$ cat src/rtl/usb_irq_pkg.sv
package usb_irq_pkg;
    localparam int EP_W   = 6;
    localparam int BUS_W  = 8;
    localparam int DATA_W = 8;
    localparam int ADDR_W = 3;
    localparam int PEND_W = EP_W + BUS_W;

    typedef enum logic [ADDR_W-1:0] {
        SEL_EP_FLAG  = 3'd0,
        SEL_EP_EN    = 3'd1,
        SEL_BUS_FLAG = 3'd2,
        SEL_BUS_EN   = 3'd3,
        SEL_CTRL     = 3'd4
    } reg_sel_e;

    typedef struct packed {
        logic pos_pol;
        logic level_mode;
        logic gie;
    } int_cfg_t;

    typedef enum logic [1:0] {
        ST_IDLE  = 2'd0,
        ST_PULSE = 2'd1,
        ST_GAP   = 2'd2
    } pulse_st_e;

    function automatic logic [DATA_W-1:0] widen(input logic [DATA_W-1:0] v, input int w);
        logic [DATA_W-1:0] m;
        m = '0;
        for (int i = 0; i < DATA_W; i++) m[i] = (i < w);
        return v & m;
    endfunction
endpackage

$ cat src/rtl/irq_flag_reg.sv
module irq_flag_reg #(
    parameter int W = 8
) (
    input  logic         clk,
    input  logic         rst,
    input  logic [W-1:0] evt,
    input  logic         wr_flag,
    input  logic         wr_en,
    input  logic [W-1:0] wdata,
    output logic [W-1:0] flags,
    output logic [W-1:0] enables
);
    for (genvar b = 0; b < W; b++) begin : g_bit
        always_ff @(posedge clk) begin
            if (rst) begin
                flags[b]   <= 1'b0;
                enables[b] <= 1'b0;
            end else begin
                // a strobe in the same cycle as a clear keeps the bit set
                flags[b] <= evt[b] | (flags[b] & ~(wr_flag & wdata[b]));
                if (wr_en) enables[b] <= wdata[b];
            end
        end
    end
endmodule

$ cat src/rtl/int_edge_gen.sv
module int_edge_gen
    import usb_irq_pkg::*;
#(
    parameter int N         = 14,
    parameter int PULSE_LEN = 4
) (
    input  logic         clk,
    input  logic         rst,
    input  logic [N-1:0] pend,
    output logic         pulse
);
    localparam int CNT_W = (PULSE_LEN > 1) ? $clog2(PULSE_LEN) : 1;

    pulse_st_e      st;
    logic [CNT_W-1:0] cnt;
    logic           owed;
    logic [N-1:0]   pend_q;
    logic           grow;

    assign grow = |(pend & ~pend_q);

    always_ff @(posedge clk) begin
        if (rst) begin
            st     <= ST_IDLE;
            cnt    <= '0;
            owed   <= 1'b0;
            pend_q <= '0;
        end else begin
            pend_q <= pend;
            case (st)
                ST_IDLE: begin
                    if (grow) begin
                        st  <= ST_PULSE;
                        cnt <= '0;
                    end
                end
                ST_PULSE: begin
                    if (grow) owed <= 1'b1;
                    if (cnt == CNT_W'(PULSE_LEN - 1)) st <= ST_GAP;
                    else cnt <= cnt + 1'b1;
                end
                ST_GAP: begin
                    if (owed || grow) begin
                        st  <= ST_PULSE;
                        cnt <= '0;
                    end else begin
                        st <= ST_IDLE;
                    end
                    owed <= 1'b0;
                end
                default: st <= ST_IDLE;
            endcase
        end
    end

    assign pulse = (st == ST_PULSE);
endmodule

$ cat src/rtl/usb_irq_ctrl.sv
module usb_irq_ctrl
    import usb_irq_pkg::*;
#(
    parameter int PULSE_LEN = 4
) (
    input  logic              clk,
    input  logic              rst,
    input  logic [EP_W-1:0]   ep_evt,
    input  logic [BUS_W-1:0]  bus_evt,
    input  logic              reg_wr,
    input  logic [ADDR_W-1:0] reg_addr,
    input  logic [DATA_W-1:0] reg_wdata,
    output logic [DATA_W-1:0] reg_rdata,
    output logic              int_o,
    output logic              int_oe
);
    logic [EP_W-1:0]  ep_flags, ep_en;
    logic [BUS_W-1:0] bus_flags, bus_en;
    int_cfg_t         cfg;
    logic [PEND_W-1:0] pend;
    logic             pulse;
    logic             level_mode_w, gie_w;

    logic wr_ep_f, wr_ep_e, wr_bus_f, wr_bus_e, wr_ctl;
    assign wr_ep_f  = reg_wr && (reg_addr == SEL_EP_FLAG);
    assign wr_ep_e  = reg_wr && (reg_addr == SEL_EP_EN);
    assign wr_bus_f = reg_wr && (reg_addr == SEL_BUS_FLAG);
    assign wr_bus_e = reg_wr && (reg_addr == SEL_BUS_EN);
    assign wr_ctl   = reg_wr && (reg_addr == SEL_CTRL);

    irq_flag_reg #(.W(EP_W)) u_ep (
        .clk(clk), .rst(rst), .evt(ep_evt),
        .wr_flag(wr_ep_f), .wr_en(wr_ep_e), .wdata(reg_wdata[EP_W-1:0]),
        .flags(ep_flags), .enables(ep_en)
    );

    irq_flag_reg #(.W(BUS_W)) u_bus (
        .clk(clk), .rst(rst), .evt(bus_evt),
        .wr_flag(wr_bus_f), .wr_en(wr_bus_e), .wdata(reg_wdata[BUS_W-1:0]),
        .flags(bus_flags), .enables(bus_en)
    );

    always_ff @(posedge clk) begin
        if (rst) cfg <= '0;
        else if (wr_ctl) cfg <= reg_wdata[2:0];
    end

    assign level_mode_w = cfg.level_mode;
    assign gie_w        = cfg.gie;

    assign pend = cfg.gie ? {bus_flags & bus_en, ep_flags & ep_en} : '0;

    int_edge_gen #(.N(PEND_W), .PULSE_LEN(PULSE_LEN)) u_edge (
        .clk(clk), .rst(rst), .pend(pend), .pulse(pulse)
    );

    always_comb begin
        if (cfg.level_mode) begin
            int_oe = |pend;
            int_o  = 1'b0;
        end else begin
            int_oe = 1'b1;
            int_o  = pulse ? cfg.pos_pol : ~cfg.pos_pol;
        end
    end

    always_comb begin
        case (reg_addr)
            SEL_EP_FLAG:  reg_rdata = widen(DATA_W'(ep_flags), EP_W);
            SEL_EP_EN:    reg_rdata = widen(DATA_W'(ep_en), EP_W);
            SEL_BUS_FLAG: reg_rdata = widen(DATA_W'(bus_flags), BUS_W);
            SEL_BUS_EN:   reg_rdata = widen(DATA_W'(bus_en), BUS_W);
            SEL_CTRL:     reg_rdata = DATA_W'(cfg);
            default:      reg_rdata = '0;
        endcase
    end
endmodule

$ cat config.mk
export PLATFORM = sky130hd
export DESIGN_NAME = usb_irq_ctrl
export DESIGN_NICKNAME = d
export VERILOG_FILES = /design/src/rtl/usb_irq_pkg.sv /design/src/rtl/irq_flag_reg.sv /design/src/rtl/int_edge_gen.sv /design/src/rtl/usb_irq_ctrl.sv
export SDC_FILE = /design/constraint.sdc
export NUM_CORES = 1
export LEC_CHECK = 0
export ABC_AREA = 1
export BUFFER_PORTS_ARGS = -buffer_cell sky130_fd_sc_hd__buf_2
export CORE_UTILIZATION = 50
export DETAILED_ROUTE_END_ITERATION = 10
export PLACE_DENSITY = 0.74
export REMOVE_ABC_BUFFERS = 1
export SETUP_SLACK_MARGIN = 0.5
export SLEW_MARGIN = 20
export SYNTH_ARGS = -nofsm -noshare
export SYNTH_HDL_FRONTEND = slang
export SYNTH_SLANG_ARGS = --single-unit
$ cat constraint.sdc
create_clock -name clk -period 1.23 [get_ports clk]
set_input_delay 0 -clock clk [delete_from_list [all_inputs] [get_ports clk]]
set_output_delay 0 -clock clk [all_outputs]
set_load 0.02 [all_outputs]
Word-level counts from Yosys, hierarchy flattened
Cells that the tools add are included.
{"block": "word_totals", "ff_bits": 50, "input_bits": 28, "output_inout_bits": 10}
{"block": "op_classes", "add_sub_neg": 1, "n_eq_ne": 12, "muxes": 15, "n_bitwise": 61, "n_reduce_logical": 15}
{"cell": "$pmux 8 s5", "n": 1}
{"cell": "$and 1x1->1", "n": 28}
{"cell": "$reduce_or 14->1", "n": 2}
{"cell": "$not 1->1", "n": 15}
{"cell": "$and 14x14->14", "n": 1}
{"cell": "$mux 14", "n": 1}
{"cell": "$not 14->14", "n": 1}
{"cell": "$or 1x1->1", "n": 14}
{"cell": "$pmux 2 s3", "n": 2}
{"cell": "$mux 2", "n": 5}
{"cell": "$and 8x8->8", "n": 1}
{"cell": "$ne 2x1->1 const B", "n": 4}
{"cell": "$and 6x6->6", "n": 1}
{"cell": "$eq 3x2->1 const B", "n": 2}
{"cell": "$logic_and 1x1->1", "n": 5}
{"cell": "$mux 1", "n": 5}
{"cell": "$eq 2x2->1 const B", "n": 2}
{"cell": "$reduce_and 2->1", "n": 2}
{"cell": "$reduce_and 4->1", "n": 1}
{"cell": "$eq 3x1->1 const B", "n": 1}
{"cell": "$eq 3x3->1 const B", "n": 1}
{"cell": "$logic_not 3->1", "n": 1}
{"cell": "$reduce_bool 3->1", "n": 1}
{"cell": "$add 2x1->2 const B", "n": 1}
{"cell": "6 further kinds", "n": 6}

Logic depth before layout (Yosys ltp)
Gate-level depths: netlist of run 1.
{"block": "depth", "depth_word": 7, "ltp_mapped": 10, "depth_no_buf": 9}

Modules after synthesis
Synthesis of run 1 repeated with hierarchy kept, for this count alone.
{"block": "unflattened", "cells_unflattened": 388, "area_unflattened_um2": 2601.2}
{"module": "int_edge_gen", "n_inst": 1, "cells_per_inst": 118, "area_per_inst_um2": 810.8}
{"module": "usb_irq_ctrl", "n_inst": 1, "cells_per_inst": 137, "area_per_inst_um2": 703.2}
{"module": "irq_flag_reg (u_bus)", "n_inst": 1, "cells_per_inst": 77, "area_per_inst_um2": 661.9}
{"module": "irq_flag_reg (u_ep)", "n_inst": 1, "cells_per_inst": 56, "area_per_inst_um2": 425.4}

Worst setup path after synthesis of run 1
OpenSTA, ideal clock, no wires.
{"block": "synth_timing", "path_kind": "register to register", "startpoint": "register cfg, in the netlist gie_w", "endpoint": "register u_edge.cnt[0]", "setup_ps": 115, "t_arrival_ps": 1143, "t_required_ps": 1115, "setup_slack_ps": -29, "stages_incl_launch_ff": 11, "synth_period_minus_slack_ps": 1259, "cell_sequence": "dfxtp_1 buf_6 nand3_2 nor2_4 nor2_4 nand2_2 nor2_4 nand3_4 nand3_1 nand2_1 nor2_1"}
{"block": "synth_between", "elab_chain_len": 6, "word_cells_on_any_way": 7, "classes_between": "eq/ne: 2; mux: 1; bitwise: 1; reduce/logical: 3"}
{"item": "from (decl)", "line_no": "usb_irq_ctrl.sv:19", "source": "int_cfg_t cfg;"}
{"item": "from (signal assigned)", "line_no": "usb_irq_ctrl.sv:45", "source": "else if (wr_ctl) cfg <= reg_wdata[2:0];"}
{"item": "$mux 14 (*)", "line_no": "usb_irq_ctrl.sv:51", "source": "assign pend = cfg.gie ? {bus_flags & bus_en, ep_flags & ep_en} : '0;"}
{"item": "$and 14x14->14 (*)", "line_no": "int_edge_gen.sv:20", "source": "assign grow = |(pend & ~pend_q);"}
{"item": "$reduce_or 14->1 (*)", "line_no": "int_edge_gen.sv:20"}
{"item": "$logic_or 1x1->1", "line_no": "int_edge_gen.sv:43", "source": "if (owed || grow) begin"}
{"item": "$ne 2x1->1 (no line)"}
{"item": "$reduce_and 4->1 (no line) (*)"}
{"item": "to (signal assigned)", "line_no": "int_edge_gen.sv:40", "source": "else cnt <= cnt + 1'b1;"}
{"item": "to (decl)", "line_no": "int_edge_gen.sv:15", "source": "logic [CNT_W-1:0] cnt;"}
Every way passes the cells marked *; elsewhere a longest branch is shown, timed or not.
A chain may end at the register's enable or synchronous reset.

Final worst setup path of run 1
Same ends and word-level chain as after synthesis.

==> results.md, run 1 <==
* CTS tree: built
* Worst Hold Launch: reg_wdata[4]
* Leak at 1.54 nW
* IO buf count at 37
* Post-synth top area share at between 40% and 50%
* WL/cell at 20.2 µm
* M2 GR Usage at 56.7%
* Arr. time, crit path at between 1.5 and 2 ns
* Yosys reg bits at 50
* Worst setup startpoint: gie_w
* Post-route cell area at 3600 µm²
* Drt initial violations at about 210
* Crit path buf inv count at 4
* Antenna violations before repair at 0
* Clock Latency Late Sink at ~0.30 ns
* # fillers at between 150 and 200
* Largest family of logic cells by synthesized area: simple AND/OR/NAND/NOR gates
* GR Util met3 at roughly 7.6%
* Critical Path Sink Type: register
* Fin crit period at ~1.7 ns
* Nets at approximately 410
* Clock Sinks at 50
* Compound-gate portion of the synthesized area at a little under a fifth
* Mux contribution to synthesized area at 0%
* Fin crit share at 140%
* Clock tree buffer depth at 2
* Worst path slowest cell: dfxtp_2
* CP max stage delay at ~0.35 ns
* Main synth FF type: dfxtp_1
* DR vias at between 2000 and 3000
* Tightest Pin Transition at approximately 0.40 ns
* Cts bufs inserted at 5
* First-pass GRT wire length at around 11 mm
* Async set-reset flop share out of synthesis at 0%
* Synth cell count leaders: dfxtp_1 (50), a21oi_1 (35), inv_1 (35), nand2_1 (35), nor2_1 (29)
* Post-layout util at between 80 and 90%
* Synth Area in XOR/XNOR at 0%
* Adder-cell share of the synthesized area at less than 1%
* Hold crit path type: in2reg
* Layout cell share with drive strength beyond 1 at roughly 56%
* Seq/Total Area, Yosys at 45.1%
* Crit Path Category: reg2reg
* Post-DP HPWL at 4.15 mm
* I/O Pins at 38
* Failing checks: setup timing
* Post-synth EDFFs at 0
* Post-placement cell area at between 2000 and 3000 µm²
* DRT antenna net count at 0
* WP data required at between 1 and 1.5 ns
* Clock slew at reported path FFs at around 0.090 ns
* Chip width at 68.6 µm
* Fin cells at around 430
* Synth area leaders: dfxtp_1 (45%), a21oi_1 (7.9%), inv_1 (5.9%)
* Routed vias/inst at ~6.1
* Avg Cell Area, Syn at between 7 and 8 µm²
* Worst flop-to-flop path startpoint: gie_w
* Root buf cell: clkbuf_8
* DRC viols at 0
* Global route hottest layer: met2
* GRT Total Usage at between 30% and 40%
* Vias in the first global route at roughly 2300
* Ant. Diodes at 0
* Most used cell, CP: buf_4
* RSZ-0062 raised after global routing: yes
* Core area at 4120 µm²
* Maxcap violations at 0
* Critical Path Source Type: register
* Drt total wl at approximately 9 mm
* Cell family with most CP delay: simple AND/OR/NAND/NOR gates
* Post-synthesis simple-gate area fraction at about 27%
* # rows at 23
* Relative slew margins at 73.3%
* H-tree Lvls at 2
* Run status: complete, but fails checks
* Met1 Use GR at between 30% and 40%
* Die height at roughly 69 µm
* Power Density at 969 nW/µm²
* GP Congestion at slightly above 0.8
* Flop-to-flop setup slack at -0.50 ns
* Most frequent cell after synthesis: dfxtp_1
* Final Hold Fails at 0
* Worst-path maximum fanout at 6
* Largest net degree at the start of global routing at 32
* # setup viols final at 7
* FMAX at between 500 and 600 MHz
* Mapped cell area at roughly 2200 µm²
* Crit path cell chain: buf_6 -> nand3_4 -> buf_4 -> buf_4 -> buf_4 -> nor2_4 -> nor2_1 -> nand2_1 -> nor2_4 -> nand3_4 -> a21oi_1 -> nor2_1
* Die Area at approximately 4700 µm²
* Clk_skew at 0.00997 ns
* Area Overhead vs Synth at 62.4%
* Multi-input logic area at about 1400 µm²
* Global route overflow at 0
* Cells after Synth at approximately 290
* Synth area leader: dfxtp_1
* Final worst-path setup slack at -0.496 ns
* Synth cell types at 29
* Post-Place Cells at approximately 390
* Worst VDD drop at roughly 870 µV
* Drt first pass iters at 5
* Fin. max-slew vios at 0
* Initial Util at around 54%
* FF/Latch Area at between 1000 and 1500 µm²
* Ys Warns at 0
[routing by layer]
metal	vias to the layer above	share of wire (%)
li1	1150	-
met1	1285	36
met2	169	52
met3	42	7.1
met4	0	4.9
met5	-	0
[area by class of cell]
class	instances	share of cell area, %
Clock inverter	1	0.834
Timing Repair Buffer	99	23.6
Inverter	39	4.86
Tap cell	50	1.74
Multi-Input combinational cell	189	37.6
Sequential cell	50	29.1
Clock buffer	6	2.29
[worst register-to-register path: stages, from the launching register on]
cell     delay, ns
dfxtp_2       0.35
buf_6         0.15
nand3_4       0.07
buf_4         0.10
buf_4         0.09
buf_4         0.10
nor2_4        0.03
nor2_1        0.11
nand2_1       0.12
nor2_4        0.16
nand3_4       0.12
a21oi_1       0.16
nor2_1        0.07
[final timing paths]
path | endpoint | cells after the start
worst min register to register | u_bus.flags[4] | 2
worst max-delay path | u_edge.cnt[0] | 12
worst max register to register | u_edge.cnt[0] | 12
worst min-delay path | u_bus.enables[4] | 3
[sequential cells by signal, indices dropped and copies added, names as in the netlist]
name	cells
u_ep.enables	6
cfg	1
u_bus.enables	8
u_ep.flags	6
u_bus.flags	8
u_edge.pend_q	14
gie_w	1
u_edge.st	2
u_edge.cnt	2
u_edge.owed	1
level_mode_w	1
[stage by stage]
stage / worst slack (ns) / total power [mW] / hold WS, ns / setup TNS [ns]
finish: -0.496 / 3.49 / 0.0230 / -2.46
global placement: -0.112 / 2.07 / 0.207 / -0.448
floorplan: -0.270 / 1.91 / 0.0691 / -0.865
detailed placement: -0.142 / 2.08 / 0.223 / -0.619
CTS: -0.403 / 3.35 / 0.00162 / -1.80
global route: -0.581 / 3.59 / 0.0340 / -2.88
[report_power, final]
group / internal [mW] / switching, mW
clock: 0.652 / 0.553
combinational: 0.237 / 0.295
sequential: 1.68 / 0.0741
[cell families after synthesis]
| logic type | after synthesis |
|---|---|
| buffers and inverters | 47 |
| flip-flops | 50 |
| AND/OR/NAND/NOR | 112 |
| AO/OA/AOI/OAI | 76 |
| adder cells (fa/ha/maj) | 1 |
[placed cells by master (no fill, tap or decap), drive strengths merged]
master / count
nor3: 2
dlygate4sd3: 16
inv: 37
o2111ai: 3
o22ai: 4
nor2: 43
clkinv: 1
clkbuf: 6
or2: 1
dfxtp: 50
nor4: 1
buf: 83
a21oi: 35
nand3: 21
a22oi: 1
clkinvlp: 1
nand4: 7
ha: 1
o21ai: 33
bufinv: 1
nand2: 37
[repair_timing]
| action | in CTS | in global routing |
|---|---|---|
| endpoints found under the hold margin | 16 | 0 |
| buffers inserted | 14 | 10 |
| pin swaps | 15 | 18 |
| hold buffers | 16 | 0 |
| gates resized for setup | 96 | 87 |
| setup endpoints to repair | 39 | 49 |
Note: power is estimated with default switching activity, not from simulation.
==> run 2, diff against run 1 <==
- SLEW_MARGIN: 20 -> 5
- clock period: 1.23 -> 1.5 ns (I/O delays scaled with it)
==> results.md, run 2 (same netlist as run 1, synthesis figures left out) <==
* Crit path buf inv count at 2
* Chip width at 68.6 µm
* Antenna violations before repair at 0
* P_int at ~1.9 mW
* Switch share at approximately a quarter
* FMAX at approximately 650 MHz
* Fin. max-slew vios at 0
* RR Endpoint: u_edge.cnt[0]
* GRT Total Usage at around 28%
* Die Area at about 4700 µm²
* Initial Util at between 50% and 60%
* GP Congestion at 0.885
* Biggest regs: u_edge.pend_q (14), u_bus.enables (8), u_bus.flags (8)
* Fin crit share at 103%
* Clock slew at reported path FFs at 0.09 ns
* Power Density at approximately 840 nW/µm²
* Largest register by flop count: u_edge.pend_q
* Max reg flops at 14
* Nets at ~380
* Largest net degree at the start of global routing at 32
* CP max stage delay at between 0.3 and 0.4 ns
* Layout cell share with drive strength beyond 1 at between 30% and 40%
* Clock Latency Late Sink at ~0.31 ns
* Root buf cell: clkbuf_8
* Ant. Diodes at 0
* Critical Path Sink Type: output port
* Maxcap violations at 0
* Psw at about 0.67 mW
* CTS tree: built
* Arr. time, crit path at 1.55 ns
* Post-route setup TNS at -0.0462 ns
* Cell family with most CP delay: simple AND/OR/NAND/NOR gates
* Routed vias/inst at between 5 and 6
* Comb pwr share at between 10% and 20%
* Most frequent cells in the layout: a21oi_1 (34), nand2_1 (31), dfxtp_1 (29)
* Crit path cell chain: buf_8 -> nand3_4 -> nand4_1 -> nor4_2 -> nand2_1 -> buf_6
* Commonest non-fill, non-tap cell in the layout: a21oi_1
* Drt total wl at between 5 and 6 mm
* Vias in the first global route at between 2000 and 2500
* # setup viols final at 1
* First-pass GRT wire length at between 9 and 10 mm
* Area Overhead vs Synth at 37.2%
* Die height at between 60 and 70 µm
* FF/Latch Area at slightly above 1000 µm²
* Tightest Pin Transition at between 0.6 and 0.7 ns
* Run status: complete, but fails checks
* Global route overflow at 0
* Clock Sinks at 50
* Cts bufs inserted at 5
* Post-route cell area at just over 3000 µm²
* Critical Path Source Type: register
* I/O Pins at 38
* Clock Power Share at a little under a third
* Clock tree buffer depth at 2
* Sequential share of power at between 50% and 60%
* Worst VDD drop at 485 µV
* Worst flop-to-flop path startpoint: gie_w
* Drt first pass iters at 4
* Failing checks: setup timing
* IO buf count at 37
* Worst-path maximum fanout at 6
* WP data required at approximately 1.5 ns
* # rows at 23
* Worst path slowest cell: dfxtp_2
* Flop-to-flop setup slack at about 0.07 ns
* Post-placement cell area at ~2500 µm²
* R2R cell count at 10
* WL/cell at roughly 14 µm
* RSZ-0062 raised after global routing: yes
* Multi-input logic area at about 1200 µm²
* # fillers at 323
* Hold path cells at 3
* DRT antenna net count at 0
* Core area at 4120 µm²
* Hold crit path type: in2reg
* Crit Path Category: reg2out
* Hold Path End: u_ep.enables[1]
* Drt initial violations at 176
* Relative slew margins at about three fifths
* DR vias at 2182
* Worst Hold Launch: reg_wdata[1]
* Clk_skew at ~0.0062 ns
* H-tree Lvls at 2
* Leak at roughly 1.3 nW
* Post-DP HPWL at between 3 and 4 mm
* Fin crit period at between 1.5 and 2 ns
* DRC viols at 0
* Final worst-path setup slack at -0.0462 ns
* Final Hold Fails at 0
-- run 2: cell count changes in the layout (fill, tap and decap cells not counted), moves of 8 or more --
cell,previous run,this run
a21oi_1,26,34
a21oi_2,9,1
buf_4,30,15
buf_6,27,8
nand2_1,23,31
o21ai_0,12,20
o21ai_2,15,2
-- run 2: power by group through the flow --
stage | combinational (mW) | sequential [mW] | clock (mW)
2_1_floorplan | 0.129 | 1.44 | 0
3_3_place_gp | 0.241 | 1.44 | 0
3_5_place_dp | 0.246 | 1.44 | 0
4_1_cts | 0.307 | 1.43 | 0.823
5_1_grt | 0.357 | 1.43 | 0.886
6_report | 0.326 | 1.43 | 0.812
-- run 2: worst max-delay path by stage --
stage | startpoint | end | slack, ns | cells after the start
global placement | gie_w | u_edge.cnt[1] | 0.12 | 9
finish | gie_w | int_oe | -0.05 | 6
global route | gie_w | int_oe | -0.17 | 6
CTS | gie_w | int_oe | -0.04 | 6
floorplan | gie_w | u_edge.cnt[0] | 0.0003 | 9
detailed placement | gie_w | u_edge.cnt[0] | 0.05 | 9
-- run 2: final cells by class --
cell class / instances / area share (%)
multi-input cells: 189 / 38.4
flip-flops and latches: 50 / 34.0
repair buffers: 69 / 17.5
inverters: 39 / 4.98
clock buffers: 7 / 2.84
well taps: 50 / 2.06
clock inverters: 1 / 0.164
-- run 2: what timing repair did --
action                     4_1_cts  5_1_grt
setup buffers                    4        3
hold buffers                    18        0
setup endpoints to repair       14       19
pin swaps                        8        4
gates resized for setup         63       23
hold endpoints to repair        20        0
-- run 2: tightest hold or removal path, cell delays in order --
cell and delay, ns:
buf_2 0.10, inv_1 0.07, a21oi_1 0.11
-- run 2: layer usage --
layer  up-vias  wire, µm  track usage [%]
met2        77      2830             45.3
li1       1087         -                -
met1      1006      2500             34.4
met3        12       373             6.41
met4         0       157             12.2
met5         -         0                0
-- run 2: metrics by stage --
step           setup WS, ns  util (%)  std cells  total power, mW  hold WS (ns)
4_1_cts             -0.0408      72.0        402             2.56       0.00848
3_5_place_dp         0.0466      60.1        372             1.69         0.218
5_1_grt              -0.174      73.9        405             2.68       0.00791
6_report            -0.0462      73.9        405             2.56       0.00671
2_1_floorplan      0.000266         -        278             1.56        0.0691
3_3_place_gp          0.117      60.1        372             1.68         0.210
==> run 3, diff against run 2 <==
- PLACE_DENSITY: 0.74 -> 0.71
- clock period: 1.5 -> 1.9 ns (I/O delays scaled with it)
==> results.md, run 3 (same netlist as run 1, synthesis figures left out) <==
* Routed vias/inst at approximately 5.4
* GP Congestion at around 0.9
* First-pass GRT wire length at roughly 9 mm
* WL/cell at 14.2 µm
* Hold Worst Slack at approximately 0.012 ns
* Layout cell share with drive strength beyond 1 at between 20% and 30%
* CTS tree: built
* Run status: complete, no violations
* GRT Total Usage at between 20% and 30%
* Final worst-path setup slack at roughly 0.38 ns
* Arr. time, crit path at 1.52 ns
* Clock Power Share at 31.7%
* Post-placement cell area at about 2500 µm²
* RSZ-0062 raised after global routing: yes
* Comb pwr share at between 10% and 20%
* FMAX at roughly 660 MHz
* Clock Latency Late Sink at 0.30 ns
* Clock tree buffer depth at 2
* Commonest non-fill, non-tap cell in the layout: dfxtp_1
* I/O Pins at 38
* Global route overflow at 0
* Total chip power at approximately 2.0 mW
* Fin crit share at between 70% and 80%
* Root buf cell: clkbuf_8
* Vias in the first global route at approximately 2000
* Antenna violations before repair at 0
* Worst VDD drop at approximately 530 µV
* Nets at 377
* Biggest regs: u_edge.pend_q (14), u_bus.enables (8), u_bus.flags (8)
* Chip width at roughly 70 µm
* Power Density at ~700 nW/µm²
* Hold crit path type: in2reg
* P_int at roughly 1.5 mW
* Pre-CTS setup slack at between 0.5 and 0.6 ns
* Clock Sinks at 50
* DRT antenna net count at 0
* Post-layout util at 70.4%
* # rows at 23
* Critical Path Sink Type: output port
* Core area at slightly above 4000 µm²
* Tightest Pin Transition at roughly 0.56 ns
* Post-route setup TNS at 0 ns
* H-tree Lvls at 2
* Drt first pass iters at 5
* # setup viols final at 0
* Fin cells at about 400
* Initial Util at 53.9%
* Die Area at around 4700 µm²
* WP data required at 1.90 ns
* Clock slew at reported path FFs at 0.09 ns
* Drt initial violations at ~120
* Area Overhead vs Synth at 30.7%
* Worst-path maximum fanout at 9
* # fillers at 327
* Cts bufs inserted at 5
* DRC viols at 0
* Switch share at between 20% and 30%
* Psw at 0.509 mW
* Post-DP HPWL at between 3 and 4 mm
* IO buf count at 37
* Fin crit period at between 1.5 and 2 ns
* Max reg flops at 14
* Post-Place Cells at ~370
* Drt total wl at 5.66 mm
* Final Hold Fails at 0
* Post-route cell area at approximately 2900 µm²
* Die height at 68.6 µm
* DR vias at ~2100
* Relative slew margins at 62.3%
* Clk_skew at 0.00747 ns
* Sequential share of power at 56.6%
* Maxcap violations at 0
* Largest register by flop count: u_edge.pend_q
* Leak at approximately 1.2 nW
* Most frequent cells in the layout: dfxtp_1 (49), inv_1 (35), buf_2 (35)
* Ant. Diodes at 0
* Crit Path Category: reg2out
* Fin. max-slew vios at 0
* Largest net degree at the start of global routing at 32
* Critical Path Source Type: register
[run 3: area by class of cell]
cell class / count / area (µm²) / share of cell area [%]
sequential: 50 / 1000 / 34.6
timing repair buffer: 63 / 453 / 15.6
inverter: 39 / 146 / 5.05
clock inverter: 1 / 5.00 / 0.173
multi-input combinational: 189 / 1140 / 39.4
clock buffer: 7 / 86.3 / 2.98
tap: 50 / 62.6 / 2.16
[run 3: power groups by stage]
| stage | logic, mW | registers, mW | clock network, mW |
|---|---|---|---|
| global route | 0.256 | 1.13 | 0.688 |
| detailed placement | 0.190 | 1.14 | 0 |
| finish | 0.231 | 1.13 | 0.631 |
| CTS | 0.225 | 1.12 | 0.641 |
| global placement | 0.186 | 1.14 | 0 |
| floorplan | 0.102 | 1.13 | 0 |
[run 3: final timing paths]
path                   start                to  slack (ns)  depth (start not counted)
min reg2reg  u_ep.enables[0]  u_edge.pend_q[0]        0.49                          2
max                    gie_w            int_oe        0.38                          6
max reg2reg            gie_w     u_edge.cnt[0]        0.48                         11
min             reg_wdata[2]  u_bus.enables[2]        0.01                          3
[run 3: critical path, stage by stage, from the launching register on]
cell,delay (ns)
dfxtp_2,0.34
buf_6,0.16
nand3_2,0.12
nand4_1,0.15
nor4_1,0.19
nand2_1,0.11
buf_6,0.14
[run 3: timing repair]
item | 4_1_cts | 5_1_grt
pin swaps | 8 | 7
hold buffers | 18 | 0
buffers inserted | 3 | 1
hold endpoints to repair | 19 | 0
setup endpoints to repair | 3 | 7
gates resized for setup | 21 | 12
[run 3: metal layers]
metal  track usage (%)  part of all wire (%)
met1              34.0                    45
met2              45.1                    49
met3              4.11                   4.6
met4              7.55                  0.95
met5                 0                     0
